<file path="config.mk">
export PLATFORM = sky130hd
export DESIGN_NAME = ptrig_edge_detect
export DESIGN_NICKNAME = d
export VERILOG_FILES = /design/src/rtl/ptrig_pkg.sv /design/src/rtl/ptrig_ext_sync.sv /design/src/rtl/ptrig_slot_scan.sv /design/src/rtl/ptrig_prio_enc.sv /design/src/rtl/ptrig_edge_detect.sv
export SDC_FILE = /design/constraint.sdc
export NUM_CORES = 1
export LEC_CHECK = 0
export ABC_AREA = 1
export BUFFER_PORTS_ARGS = -buffer_cell sky130_fd_sc_hd__buf_2
export CORE_ASPECT_RATIO = 0.75
export CORE_MARGIN = 4
export CORE_UTILIZATION = 40
export CTS_CLUSTER_DIAMETER = 40
export DETAILED_ROUTE_END_ITERATION = 10
export GPL_ROUTABILITY_DRIVEN = 0
export GPL_TIMING_DRIVEN = 0
export PLACE_DENSITY_LB_ADDON = 0.25
export SKIP_LAST_GASP = 1
export SYNTH_ARGS = -nofsm -noshare
export SYNTH_HDL_FRONTEND = slang
export SYNTH_HIERARCHICAL = 1
export SYNTH_SLANG_ARGS = --single-unit
</file>
<file path="constraint.sdc">
create_clock -name clk -period 5.6 [get_ports clk]
set_clock_uncertainty 0.05 [all_clocks]
set_input_delay 0 -clock clk [delete_from_list [all_inputs] [get_ports clk]]
set_output_delay 0 -clock clk [all_outputs]
set_load 0.03 [all_outputs]
</file>
<file path="src/rtl/ptrig_pkg.sv">
package ptrig_pkg;
  typedef enum logic [1:0] {
    TM_RISE = 2'd0,
    TM_FALL = 2'd1,
    TM_EXT  = 2'd2,
    TM_OFF  = 2'd3
  } trig_mode_e;

  typedef enum logic [1:0] {
    ST_IDLE   = 2'd0,
    ST_ARMED  = 2'd1,
    ST_FROZEN = 2'd2
  } trig_state_e;
endpackage

</file>
<file path="src/rtl/ptrig_ext_sync.sv">
module ptrig_ext_sync #(
  parameter int STAGES = 2
) (
  input  logic clk,
  input  logic rst_n,
  input  logic async_in,
  output logic rise_o
);
  logic [STAGES:0] chain_q;

  always_ff @(posedge clk) begin
    if (!rst_n) chain_q <= '0;
    else        chain_q <= {chain_q[STAGES-1:0], async_in};
  end

  // edge taken between last sync stage and one extra history flop
  assign rise_o = chain_q[STAGES-1] & ~chain_q[STAGES];

  p_rise_single_r7: assert property (@(posedge clk) disable iff (!rst_n)
    rise_o |=> !rise_o);
endmodule

</file>
<file path="src/rtl/ptrig_slot_scan.sv">
module ptrig_slot_scan #(
  parameter int LANES = 4,
  parameter int SPL   = 10,
  parameter int SW    = 12,
  localparam int NSLOT = LANES * SPL,
  localparam int HALF  = LANES / 2
) (
  input  logic [NSLOT*SW-1:0]     beat,
  input  logic [LANES-1:0][SW-1:0] tail,
  input  logic                    hist_ok,
  input  logic [SW-1:0]           thresh,
  input  logic                    falling,
  input  logic                    dual,
  input  logic                    chan_sel,
  output logic [NSLOT-1:0]        hit
);
  for (genvar i = 0; i < NSLOT; i++) begin : g_slot
    localparam int L = i % LANES;
    localparam int G = L / HALF;
    localparam int Q = L % HALF;

    logic [SW-1:0] pred_s, pred_d, pred, cur;
    logic          tail_s, tail_d, use_tail;
    logic          up_cur, up_pred, edge_ok, in_chan;

    if (i == 0) begin : g_s0
      assign pred_s = tail[LANES-1];
      assign tail_s = 1'b1;
    end else begin : g_sn
      assign pred_s = beat[(i-1)*SW +: SW];
      assign tail_s = 1'b0;
    end

    if (Q != 0) begin : g_dq
      assign pred_d = beat[(i-1)*SW +: SW];
      assign tail_d = 1'b0;
    end else if (i >= LANES) begin : g_drow
      assign pred_d = beat[(i-LANES+HALF-1)*SW +: SW];
      assign tail_d = 1'b0;
    end else begin : g_dtail
      assign pred_d = tail[G*HALF+HALF-1];
      assign tail_d = 1'b1;
    end

    assign cur      = beat[i*SW +: SW];
    assign pred     = dual ? pred_d : pred_s;
    assign use_tail = dual ? tail_d : tail_s;
    assign up_cur   = (cur  >= thresh);
    assign up_pred  = (pred >= thresh);
    assign edge_ok  = falling ? (up_pred & ~up_cur) : (~up_pred & up_cur);
    assign in_chan  = ~dual | (chan_sel == 1'(G));
    assign hit[i]   = edge_ok & in_chan & (~use_tail | hist_ok);
  end
endmodule

</file>
<file path="src/rtl/ptrig_prio_enc.sv">
module ptrig_prio_enc #(
  parameter int N  = 40,
  localparam int IW = $clog2(N)
) (
  input  logic [N-1:0]  req,
  output logic          any,
  output logic [IW-1:0] idx
);
  always_comb begin
    any = |req;
    idx = '0;
    for (int i = N - 1; i >= 0; i--) begin
      if (req[i]) idx = IW'(i);
    end
  end
endmodule

</file>
<file path="src/rtl/ptrig_edge_detect.sv">
module ptrig_edge_detect
  import ptrig_pkg::*;
#(
  parameter int LANES = 4,
  parameter int SPL   = 10,
  parameter int SW    = 12,
  parameter int AW    = 10,
  localparam int NSLOT = LANES * SPL,
  localparam int IW    = $clog2(NSLOT)
) (
  input  logic                clk,
  input  logic                rst_n,
  input  logic                s_valid,
  input  logic [NSLOT*SW-1:0] s_data,
  input  logic [SW-1:0]       thresh,
  input  logic [1:0]          trig_mode,
  input  logic                dual_mode,
  input  logic                chan_sel,
  input  logic                arm,
  input  logic                ext_trig,
  input  logic [AW-1:0]       wr_addr,
  output logic                trig_pulse,
  output logic [IW-1:0]       trig_slot,
  output logic [AW-1:0]       trig_addr,
  output logic                frozen
);
  trig_mode_e                mode;
  trig_state_e               state_q;
  logic [LANES-1:0][SW-1:0]  tail_q;
  logic                      hist_q;
  logic [NSLOT-1:0]          hit;
  logic                      hit_any;
  logic [IW-1:0]             hit_idx;
  logic                      ext_rise;
  logic                      fire;

  assign mode = trig_mode_e'(trig_mode);

  ptrig_ext_sync #(.STAGES(2)) u_sync (
    .clk(clk), .rst_n(rst_n), .async_in(ext_trig), .rise_o(ext_rise)
  );

  ptrig_slot_scan #(.LANES(LANES), .SPL(SPL), .SW(SW)) u_scan (
    .beat(s_data), .tail(tail_q), .hist_ok(hist_q), .thresh(thresh),
    .falling(mode == TM_FALL), .dual(dual_mode), .chan_sel(chan_sel),
    .hit(hit)
  );

  ptrig_prio_enc #(.N(NSLOT)) u_enc (
    .req(hit), .any(hit_any), .idx(hit_idx)
  );

  // history of the last row of every accepted beat
  always_ff @(posedge clk) begin
    if (!rst_n) begin
      tail_q <= '0;
      hist_q <= 1'b0;
    end else if (s_valid) begin
      for (int l = 0; l < LANES; l++)
        tail_q[l] <= s_data[(NSLOT-LANES+l)*SW +: SW];
      hist_q <= 1'b1;
    end
  end

  always_comb begin
    unique case (mode)
      TM_EXT:  fire = ext_rise;
      TM_OFF:  fire = 1'b0;
      default: fire = s_valid & hit_any;
    endcase
  end

  always_ff @(posedge clk) begin
    if (!rst_n) begin
      state_q    <= ST_IDLE;
      trig_pulse <= 1'b0;
      trig_slot  <= '0;
      trig_addr  <= '0;
    end else if (arm) begin
      state_q    <= ST_ARMED;
      trig_pulse <= 1'b0;
    end else if (state_q == ST_ARMED && fire) begin
      state_q    <= ST_FROZEN;
      trig_pulse <= 1'b1;
      trig_slot  <= (mode == TM_EXT) ? '0 : hit_idx;
      trig_addr  <= wr_addr;
    end else begin
      trig_pulse <= 1'b0;
    end
  end

  assign frozen = (state_q == ST_FROZEN);

  p_pulse_single_r9: assert property (@(posedge clk) disable iff (!rst_n)
    trig_pulse |=> !trig_pulse);
  p_addr_latch_r9: assert property (@(posedge clk) disable iff (!rst_n)
    trig_pulse |-> trig_addr == $past(wr_addr));
  p_pulse_frozen_r10: assert property (@(posedge clk) disable iff (!rst_n)
    trig_pulse |-> frozen);
  p_hold_r10: assert property (@(posedge clk) disable iff (!rst_n)
    (frozen && !arm) |=> (frozen && $stable(trig_addr) && $stable(trig_slot)));
  p_armed_only_r8: assert property (@(posedge clk) disable iff (!rst_n)
    $rose(frozen) |-> $past(state_q == ST_ARMED && !arm));
  p_ext_slot_r7: assert property (@(posedge clk) disable iff (!rst_n)
    (trig_pulse && $past(mode == TM_EXT)) |-> trig_slot == '0);
  p_slot_range_r5: assert property (@(posedge clk) disable iff (!rst_n)
    trig_pulse |-> trig_slot < IW'(NSLOT));
endmodule

</file>
After elaboration in Yosys (flattened, before gate mapping)

Index checks and enable logic that the tools add are counted.

Order comparisons: 60
Multiplexer cells: 106
Equal/unequal tests: 5
Bitwise gates (word level): 193
Reductions and logical operators: 5

Operators by type and width:

| operator                                                         | count |
|---|---|
| 12-bit >= comparator                                             | 60 |
| 6-bit two-way mux                                                | 41 |
| 12-bit two-way mux                                               | 20 |
| 1-bit AND                                                        | 124 |
| 1-bit NOT                                                        | 66 |
| 1-bit two-way mux                                                | 44 |
| 40-bit OR reduction                                              | 1 |
| 2-bit == test (second input constant)                            | 3 |
| 2-bit by 1-bit == test with 1-bit output (second input constant) | 2 |
| 1-bit bitwise OR                                                 | 3 |
| 1-bit case mux with 2 select lines                               | 1 |
| 2-bit AND reduction                                              | 1 |
| 2-bit nonzero test                                               | 1 |
| 2-bit OR reduction                                               | 1 |
| 1-bit logical AND                                                | 1 |

Output and inout bits: 18
Logic and storage cells: 378
Flip-flop bits (word level): 47

Depth between registers and ports, before layout

Gate-level depths: netlist (run 1).

Word-level depth: 46
Gate-level depth with buffers: 58
Mapped depth without buffers: 56

Hierarchy

The synthesis (run 1) kept the hierarchy.

By module, submodules not included:

| module            | instances | area an instance (um^2) | cells an instance |
|---|---|---|---|
| ptrig_slot_scan   | 1         | 20598.5                 | 3599 |
| ptrig_edge_detect | 1         | 2567.5                  | 344 |
| ptrig_prio_enc    | 1         | 560.5                   | 139 |
| ptrig_ext_sync    | 1         | 92.6                    | 11 |

Least setup slack after synthesis (run 1)

Ideal clock, no wire load.

Kind: input to register
From: in thresh[11]
To: reg trig_slot[0]
Arrival time: 4.136 ns
Slack: 1.351 ns
Setup time: 0.064 ns
Stages on the path: 52
Cell sequence: inv_1 -> ha_1 -> nand2_1 -> nor2_1 -> nand2_1 -> nor2_1 -> nor2_1 -> nand3_1 -> nand2_1 -> nand2_1 -> nor2_1 -> inv_2 -> nand2_1 -> nand2_1 -> nand2_1 -> nand2_1 -> nand2_1 -> nand2_1 -> [16 not listed] -> nand2_1 -> nand2_1 -> nand2_1 -> nand2_1 -> nand2_1 -> nand2_1 -> nand2_1 -> nand2_1 -> nand2_1 -> nand2_1 -> nand2_1 -> nand2_1 -> nand2_1 -> nand2_1 -> a21oi_2 -> a21boi_0 -> nor2_1 -> nor2_1

Elaborated cells between the ends (all ways): 328
Those cells by class: 60 x order compare; 82 x mux; 183 x bitwise; 3 x reduce/logical

RTL lines:

| what                                           | line                                         | source |
|---|---|---|
| start, declared                                | ptrig_edge_detect.sv:15                      | `input logic [SW-1:0] thresh,` |
| 12-bit >= comparator, on equally long branches | ptrig_slot_scan.sv:49, ptrig_slot_scan.sv:48 |  |
| 1-bit NOT                                      | ptrig_slot_scan.sv:50                        | `assign edge_ok = falling ? (up_pred & ~up_cur) : (~up_pred & up_cur);` |
| 1-bit AND                                      | ptrig_slot_scan.sv:50                        |  |
| 1-bit two-way mux *                            | ptrig_slot_scan.sv:50                        |  |
| 1-bit AND *                                    | ptrig_slot_scan.sv:52                        | `assign hit[i] = edge_ok & in_chan & (~use_tail \| hist_ok);` |
| net hit[37]                                    | ptrig_edge_detect.sv:31                      | `logic [NSLOT-1:0] hit;` |
| 6-bit two-way mux * (38 in series)             | ptrig_prio_enc.sv:13                         | `if (req[i]) idx = IW'(i);` |
| net hit_idx[0]                                 | ptrig_edge_detect.sv:33                      | `logic [IW-1:0] hit_idx;` |
| 6-bit two-way mux *                            | ptrig_edge_detect.sv:85                      | `trig_slot <= (mode == TM_EXT) ? '0 : hit_idx;` |
| end signal, assigned                           | ptrig_edge_detect.sv:85                      |  |
| end, declared                                  | ptrig_edge_detect.sv:23                      | `output logic [IW-1:0] trig_slot,` |

Mark *: on every way through the listed nets, which the timed path passes. The rest lies on a longest branch.
A chain may end at the register's enable or synchronous reset.

Worst setup path after layout (run 1)

From: in thresh[7]
To: reg trig_slot[0]

Word-level cells in the longest chain between the ends: 46
Elaborated cells between the ends (all ways): 328
Those cells by class: 60 x order compare; 82 x mux; 183 x bitwise; 3 x reduce/logical

RTL lines:

| what                                           | line |
|---|---|
| 12-bit >= comparator, on equally long branches | ptrig_slot_scan.sv:49, ptrig_slot_scan.sv:48 |
| 1-bit NOT                                      | ptrig_slot_scan.sv:50 |
| 1-bit AND                                      | ptrig_slot_scan.sv:50 |
| 1-bit two-way mux *                            | ptrig_slot_scan.sv:50 |
| 1-bit AND *                                    | ptrig_slot_scan.sv:52 |
| net hit[39]                                    | ptrig_edge_detect.sv:31 |
| 6-bit two-way mux * (40 in series)             | ptrig_prio_enc.sv:13 |
| net hit_idx[0]                                 | ptrig_edge_detect.sv:33 |
| 6-bit two-way mux *                            | ptrig_edge_detect.sv:85 |

Marks and branches as above.

==> summary.txt, run 1 <==
Global route
  • Vias in the first global route: 24.2k
  • Initial antenna violation count: 15
  • Gr ovfl total: 0
  • Gr usage total: 26.8%
  • First-pass GRT wire length: 132000 um
  • Largest net degree at the start of global routing: 56

Detailed routing
  • Vias post-DR: 26.3k
  • Router iterations before antenna repair: 6
  • Post-route ant nets: 0
  • DR WL met2: 37200 um
  • Drc violations: 0
  • DR vias/cell: 4.90
  • Top sig layer: met5
  • Initial DRC count: 1690
  • DR WL met3: 6860 um
  • Routed wire length per instance: 16.0 um
  • Metal-1 WL: 40800 um
  • WL final: 86000 um

Layout
  • Final nets: 5809
  • Multi-input logic area: 0.0198 mm2
  • Area Growth Syn to Fin: 19.4%
  • Layout cells sized above 1: 13.5%
  • Filler cells: 6060
  • Seq. cell area: 941 um2
  • Post-layout util: 48.7%
  • Non-Filler Instances: 5364

Placement
  • DP Worst Slack: 700 ps
  • Cells after DPL: 5305
  • Quantity of I/O buffers inserted on ports: 527
  • Dpl hpwl: 71000 um

Clock network
  • CTS Buf Count: 5
  • Worst skew pair latency: 290 ps
  • Clock tree sinks: 47
  • Setup Fix Bufs, Post-CTS: 0
  • CTS tree: yes
  • Cts hold-fix bufs: 36
  • Clock Tree Buf Depth: 2
  • Number of H-tree levels: 2
  • CTS root buf: clkbuf_16
  • Worst-path clk slew: 60 ps
  • CTS resizes: 0

Power
  • Worst vdd ir: 0.000121 V
  • Net Sw Power: 1.50 mW
  • Leakage power: 17.3 nW
  • Clk network pwr share: 10.0%
  • Share of power burned in registers: 12.7%
  • Pwr dens: 105 mW/mm2
  • Switching part of the total power: 51.9%
  • Comb power frac: 77.3%
  • Int Power: 1.38 mW

STA
  • Max Clk Rate: 0.215 GHz
  • Clock period minus worst slack: 4640 ps
  • RSZ-0062 raised after global routing: no
  • Fin. Hold Viols: 0
  • Tightest Pin Transition: 1020 ps
  • Relative slew slack: 32.2%
  • Max-slew violations: 0
  • Worst setup margin: 956 ps
  • # setup viols final: 0
  • Tcrit/Tclk final: 82.9%

Worst setup path
  • Startpoint Class: primary input
  • Slowest-stage cell, CP: nor2_1
  • Slowest Stage Delay on Critical Path: 480 ps
  • CP Max Fanout: 32
  • CP Capture Type: flop
  • Most used cell, CP: nand2_1
  • Worst Path Required: 5770 ps
  • Critical setup path kind: in -> reg
  • Crit path buf inv count: 3
  • CP Data Arrival Time: 4810 ps
  • CP delay by family, top: simple AND/OR/NAND/NOR gates

Floorplan
  • Area of the core: 0.0565 mm2
  • Site Rows: 75
  • Die area: 0.0615 mm2
  • Die height: 216 um
  • I/O pin count: 529
  • Initial Util: 40.8%
  • Die span in x: 285 um

Run
  • Max_cap viols: 0

Logic synthesis
  • Warnings from Yosys: 6
  • Syn Area/Cell: 5.76 um2
  • Cells after synthesis: 3996
  • Post-synthesis cell area: 0.0230 mm2
  • Post-Syn Nets: 5227

Outcome
  • Outcome: complete, no violations

Min path
  • Hold Crit Class: in -> reg
power groups by stage:
stage                     logic, mW  clock network, mW  registers, mW
after detailed placement       2.19                  0          0.373
after floorplan                1.42                  0          0.377
after global routing           2.60              0.303          0.368
final                          2.23              0.288          0.366
after CTS                      2.22              0.287          0.366
after global placement         2.11                  0          0.373
worst reg2reg max path, cell delays in order, from the launching register on:
cell	delay [ps]
dfxtp_1	340
nand2_1	80
nand2_1	60
ha_1	290
nand2_1	70
nor2_1	200
nand2_1	80
nor2_1	90
nand2_1	80
nand2_1	70
nand2_1	40
nand3_1	70
nor2_1	60
nor4_1	270
inv_1	110
nor2_1	130
nand4_1	190
nand2_2	130
nand2_2	60
nand4_4	160
buf_6	180
nand2_1	70
nand2_1	70
nor2_1	40
placed cells by master, fill, tap and decap left out, types with 2 or more instances in the layout:
master and instances:
ha_1 720, nor3_1 2, o21ai_0 89, buf_4 5
nand3_1 132, clkbuf_8 2, buf_2 561, buf_6 5
a211oi_1 2, nand4_1 27, nand2_1 1778, nand3b_1 22
a21oi_1 275, inv_2 8, buf_12 4, nor2_1 303
dlygate4sd3_1 36, clkbuf_1 36, nor4_1 2, clkbuf_16 5
inv_1 482, diode_2 15, dfxtp_1 47, nand2_2 3
buf_1 2, inv_4 11, buf_16 8
area by class of cell:
| cell class | count | share of cell area (%) |
|---|---|---|
| antenna | 15 | 0.136 |
| buffer | 82 | 1.54 |
| clock buffer | 7 | 0.482 |
| clock inverter | 1 | 0.0182 |
| inverter | 501 | 6.94 |
| multi-input combinational | 3366 | 72.0 |
| sequential | 47 | 3.42 |
| tap | 770 | 3.50 |
| timing repair buffer | 575 | 12.0 |
path summary, 6_finish.rpt:
kind	start	to	cells after the start	slack [ps]
setup / recovery	thresh[7]	trig_slot[0]$_SDFFE_PN0P_	54	960
hold / removal	s_data[453]	tail_q[21]$_SDFFE_PN0P_	3	20
setup reg to reg	tail_q[47]$_SDFFE_PN0P_	trig_addr[5]$_SDFFE_PN0P_	23	2520
hold reg to reg	u_sync/chain_q[0]$_SDFF_PN0_	u_sync/chain_q[1]$_SDFF_PN0_	2	360
metrics by stage:
stage	hold WS [ps]	TNS [ps]	instance area, um2	power [mW]
4_1_cts	3.57	0	27500	2.87
2_1_floorplan	29.3	0	23000	1.80
6_report	18.7	0	27500	2.88
3_3_place_gp	136	-3460	26600	2.49
3_5_place_dp	136	0	27000	2.56
5_1_grt	28.2	0	27500	3.27
state kept, by name, indices dropped and copies added (netlist names):
| signal | cells |
|---|---|
| tail_q | 24 |
| trig_addr | 10 |
| trig_slot | 6 |
| u_sync/chain_q | 3 |
| state_q | 2 |
| hist_q | 1 |
| trig_pulse | 1 |
per-layer routing:
metal | track usage, % | vias to the layer above
met5 | 0 | -
li1 | - | 13975
met3 | 4.21 | 82
met4 | 3.44 | 14
met2 | 43.7 | 788
met1 | 38.2 | 11442
Note: power is estimated with default switching activity, not from simulation.
==> run 2, diff against run 1 <==
==> constraint.sdc (replaced) <==
create_clock -name clk -period 4 [get_ports clk]
set_clock_uncertainty 0.05 [all_clocks]
set_input_delay 0 -clock clk [delete_from_list [all_inputs] [get_ports clk]]
set_output_delay 0 -clock clk [all_outputs]
set_load 0.03 [all_outputs]
==> run 2 against run 1 <==
Wire length grew 6.2%. Clock-buffer cell count down 1. Clock power increased by 71%. Non-clock buffer count up 42. Combinational power up 48%. Sequential cell count is the same. Worst setup slack lost 890 ps. Total power rose by 49%. Sequential power is 40% higher. Sequential share of layout area down 0.13 points. Die area unchanged. Via count rose by 1.6%. Critical endpoint unchanged. Largest power group unchanged.
==> summary.txt, run 2 (same netlist as run 1, synthesis figures left out) <==
Outcome
  • Outcome: complete, no violations

STA
  • Final setup TNS: 0 ps (unchanged)
  • Fin. Hold Viols: 0 (unchanged)
  • Tcrit/Tclk final: 98.4%
  • Max Clk Rate: 0.254 GHz
  • Worst hold margin: 42.4 ps (+23.7 ps)
  • RSZ-0062 raised after global routing: yes
  • Worst setup margin: 62.3 ps (-893 ps)
  • Tightest Pin Transition: 785 ps (-233 ps)
  • Relative slew slack: 47.7% (+16 points)
  • Max-slew violations: 0 (unchanged)
  • Clock period minus worst slack: 3940 ps
  • # setup viols final: 0 (unchanged)

Layout
  • Largest registers: tail_q (24), trig_addr (10), trig_slot (6)
  • Most frequent cells in the layout: nand2_1, ha_1, buf_2, inv_1, nor2_1
  • Final nets: 5853 (+0.76%)
  • Filler cells: 6063 (+0.050%)
  • Layout cells sized above 1: 15.8% (+2.3 points)
  • Max reg flops: 24 (unchanged)
  • Area Growth Syn to Fin: 24.0%
  • Most flops, register: tail_q
  • Post-layout util: 50.6% (+1.9 points)
  • Commonest non-fill, non-tap cell in the layout: nand2_1

Clock network
  • Worst-path clk slew: 60 ps (about the same)
  • Number of H-tree levels: 2 (unchanged)
  • Clock Tree Buf Depth: 2 (unchanged)
  • Worst skew pair latency: 290 ps (about the same)
  • Clock tree sinks: 47 (unchanged)
  • CTS tree: yes
  • CTS Buf Count: 5 (unchanged)
  • CTS root buf: clkbuf_16

Detailed routing
  • Initial DRC count: 1731 (+2.4%)
  • Drc violations: 0 (unchanged)
  • DR vias/cell: 4.94 (+0.81%)
  • WL final: 91300 um (+6.2%)
  • Routed wire length per instance: 16.9 um (+5.4%)
  • Post-route ant nets: 0 (unchanged)
  • Router iterations before antenna repair: 6 (unchanged)
  • Vias post-DR: 26.7k (+1.6%)

Floorplan
  • Initial Util: 40.8% (unchanged)
  • Die height: 216 um (unchanged)
  • I/O pin count: 529 (unchanged)
  • Area of the core: 0.0565 mm2 (unchanged)
  • Site Rows: 75 (unchanged)
  • Die area: 0.0615 mm2 (unchanged)
  • Die span in x: 285 um (unchanged)

Worst setup path
  • Most used cell, CP: nand2_1
  • Reg2reg start: tail_q[43]$_SDFFE_PN0P_
  • Startpoint Class: primary input
  • Slowest Stage Delay on Critical Path: 260 ps (-220 ps)
  • CP Capture Type: flop
  • Critical setup path kind: in -> reg
  • Worst Path Required: 4130 ps (-1640 ps)
  • Crit path from: thresh[10]
  • Slowest-stage cell, CP: ha_4
  • CP Max Fanout: 6 (-81%)
  • CP Data Arrival Time: 4070 ps (-740 ps)

Placement
  • Dpl hpwl: 72900 um (+2.7%)
  • DP Worst Slack: -1420 ps (-2120 ps)
  • Quantity of I/O buffers inserted on ports: 527 (unchanged)

Run
  • Max_cap viols: 0 (unchanged)

Power
  • Total power: 4.30 mW (+49%)
  • Worst vdd ir: 0.000161 V (+34%)
  • Pwr dens: 150 mW/mm2 (+44%)
  • Leakage power: 17.7 nW (+2.4%)

Min path
  • Hold path start: trig_mode[1]
  • Hold Crit Class: in -> reg

Global route
  • Vias in the first global route: 24.6k (+1.6%)
  • Gr ovfl total: 0 (unchanged)
  • Gr usage total: 27.7% (+0.93 points)
  • Largest net degree at the start of global routing: 50 (-11%)
  • Initial antenna violation count: 21 (+6)
  • First-pass GRT wire length: 136000 um (+2.7%)
run 2: changes by cell type in the layout (fill, tap and decap cells not counted), moves of 6 or more:
cell / change
nor2_1: -18
buf_12: +17
clkbuf_1: -11
inv_4: -11
clkinvlp_4: +13
buf_4: +28
a21oi_1: -6
nor2_2: +13
nand2_1: -16
ha_1: -12
buf_2: -14
buf_6: +7
ha_4: +12
nand2_2: +16
run 2: power breakdown:
part | internal (mW) | total (mW) | switching [mW]
logic | 1.31 | 3.29 | 1.98
clock network | 0.311 | 0.492 | 0.181
registers | 0.494 | 0.513 | 0.0187
run 2: stage by stage:
step                      instances  instance area (um2)
after CTS                      5383                28000
after floorplan                3996                23100
after global routing           5400                28600
final                          5405                28600
after detailed placement       5314                27100
after global placement         5293                26700
run 2: metal layers:
layer,global-route usage [%],wire length [um]
met1,38.2,41500
met2,45.2,39600
met3,4.93,8020
met4,6.09,2040
met5,0,149
run 2: path summary, 6_finish.rpt:
path | to | slack, ps | depth (start not counted)
worst max-delay path | trig_slot[0]$_SDFFE_PN0P_ | 60 | 54
worst min-delay path | trig_slot[0]$_SDFFE_PN0P_ | 40 | 4
worst max register to register | trig_addr[6]$_SDFFE_PN0P_ | 890 | 19
worst min register to register | u_sync/chain_q[1]$_SDFF_PN0_ | 360 | 2
run 2: layout make-up:
cell class                      instances  area (um2)  share of cell area (%)
Clock inverter                          2        35.0                   0.123
Timing Repair Buffer                  617        3880                    13.6
Sequential cell                        47         941                    3.29
Antenna cell                           12        30.0                   0.105
Tap cell                              770         963                    3.37
Multi-Input combinational cell       3366       20100                    70.4
Inverter                              501        1930                    6.74
Clock buffer                            6         139                   0.486
Buffer                                 82         523                    1.83
Timing Repair inverter                  2        15.0                  0.0526
run 2: critical path, delay by kind of cell:
family                   cells  cell delay (ps)
AO/OA/AOI/OAI                2              220
buffers and inverters        4              600
adder cells (fa/ha/maj)      1              260
AND/OR/NAND/NOR             47             2970
run 2: repair_timing:
| item | 4_1_cts | 5_1_grt |
|---|---|---|
| cloned | 5 | 3 |
| resized for setup | 26 | 100 |
| hold endpoints to repair | 40 | 0 |
| endpoints found under the setup margin | 14 | 19 |
| buffers inserted | 18 | 12 |
| hold buffers | 38 | 0 |
| pin swaps | 2 | 22 |
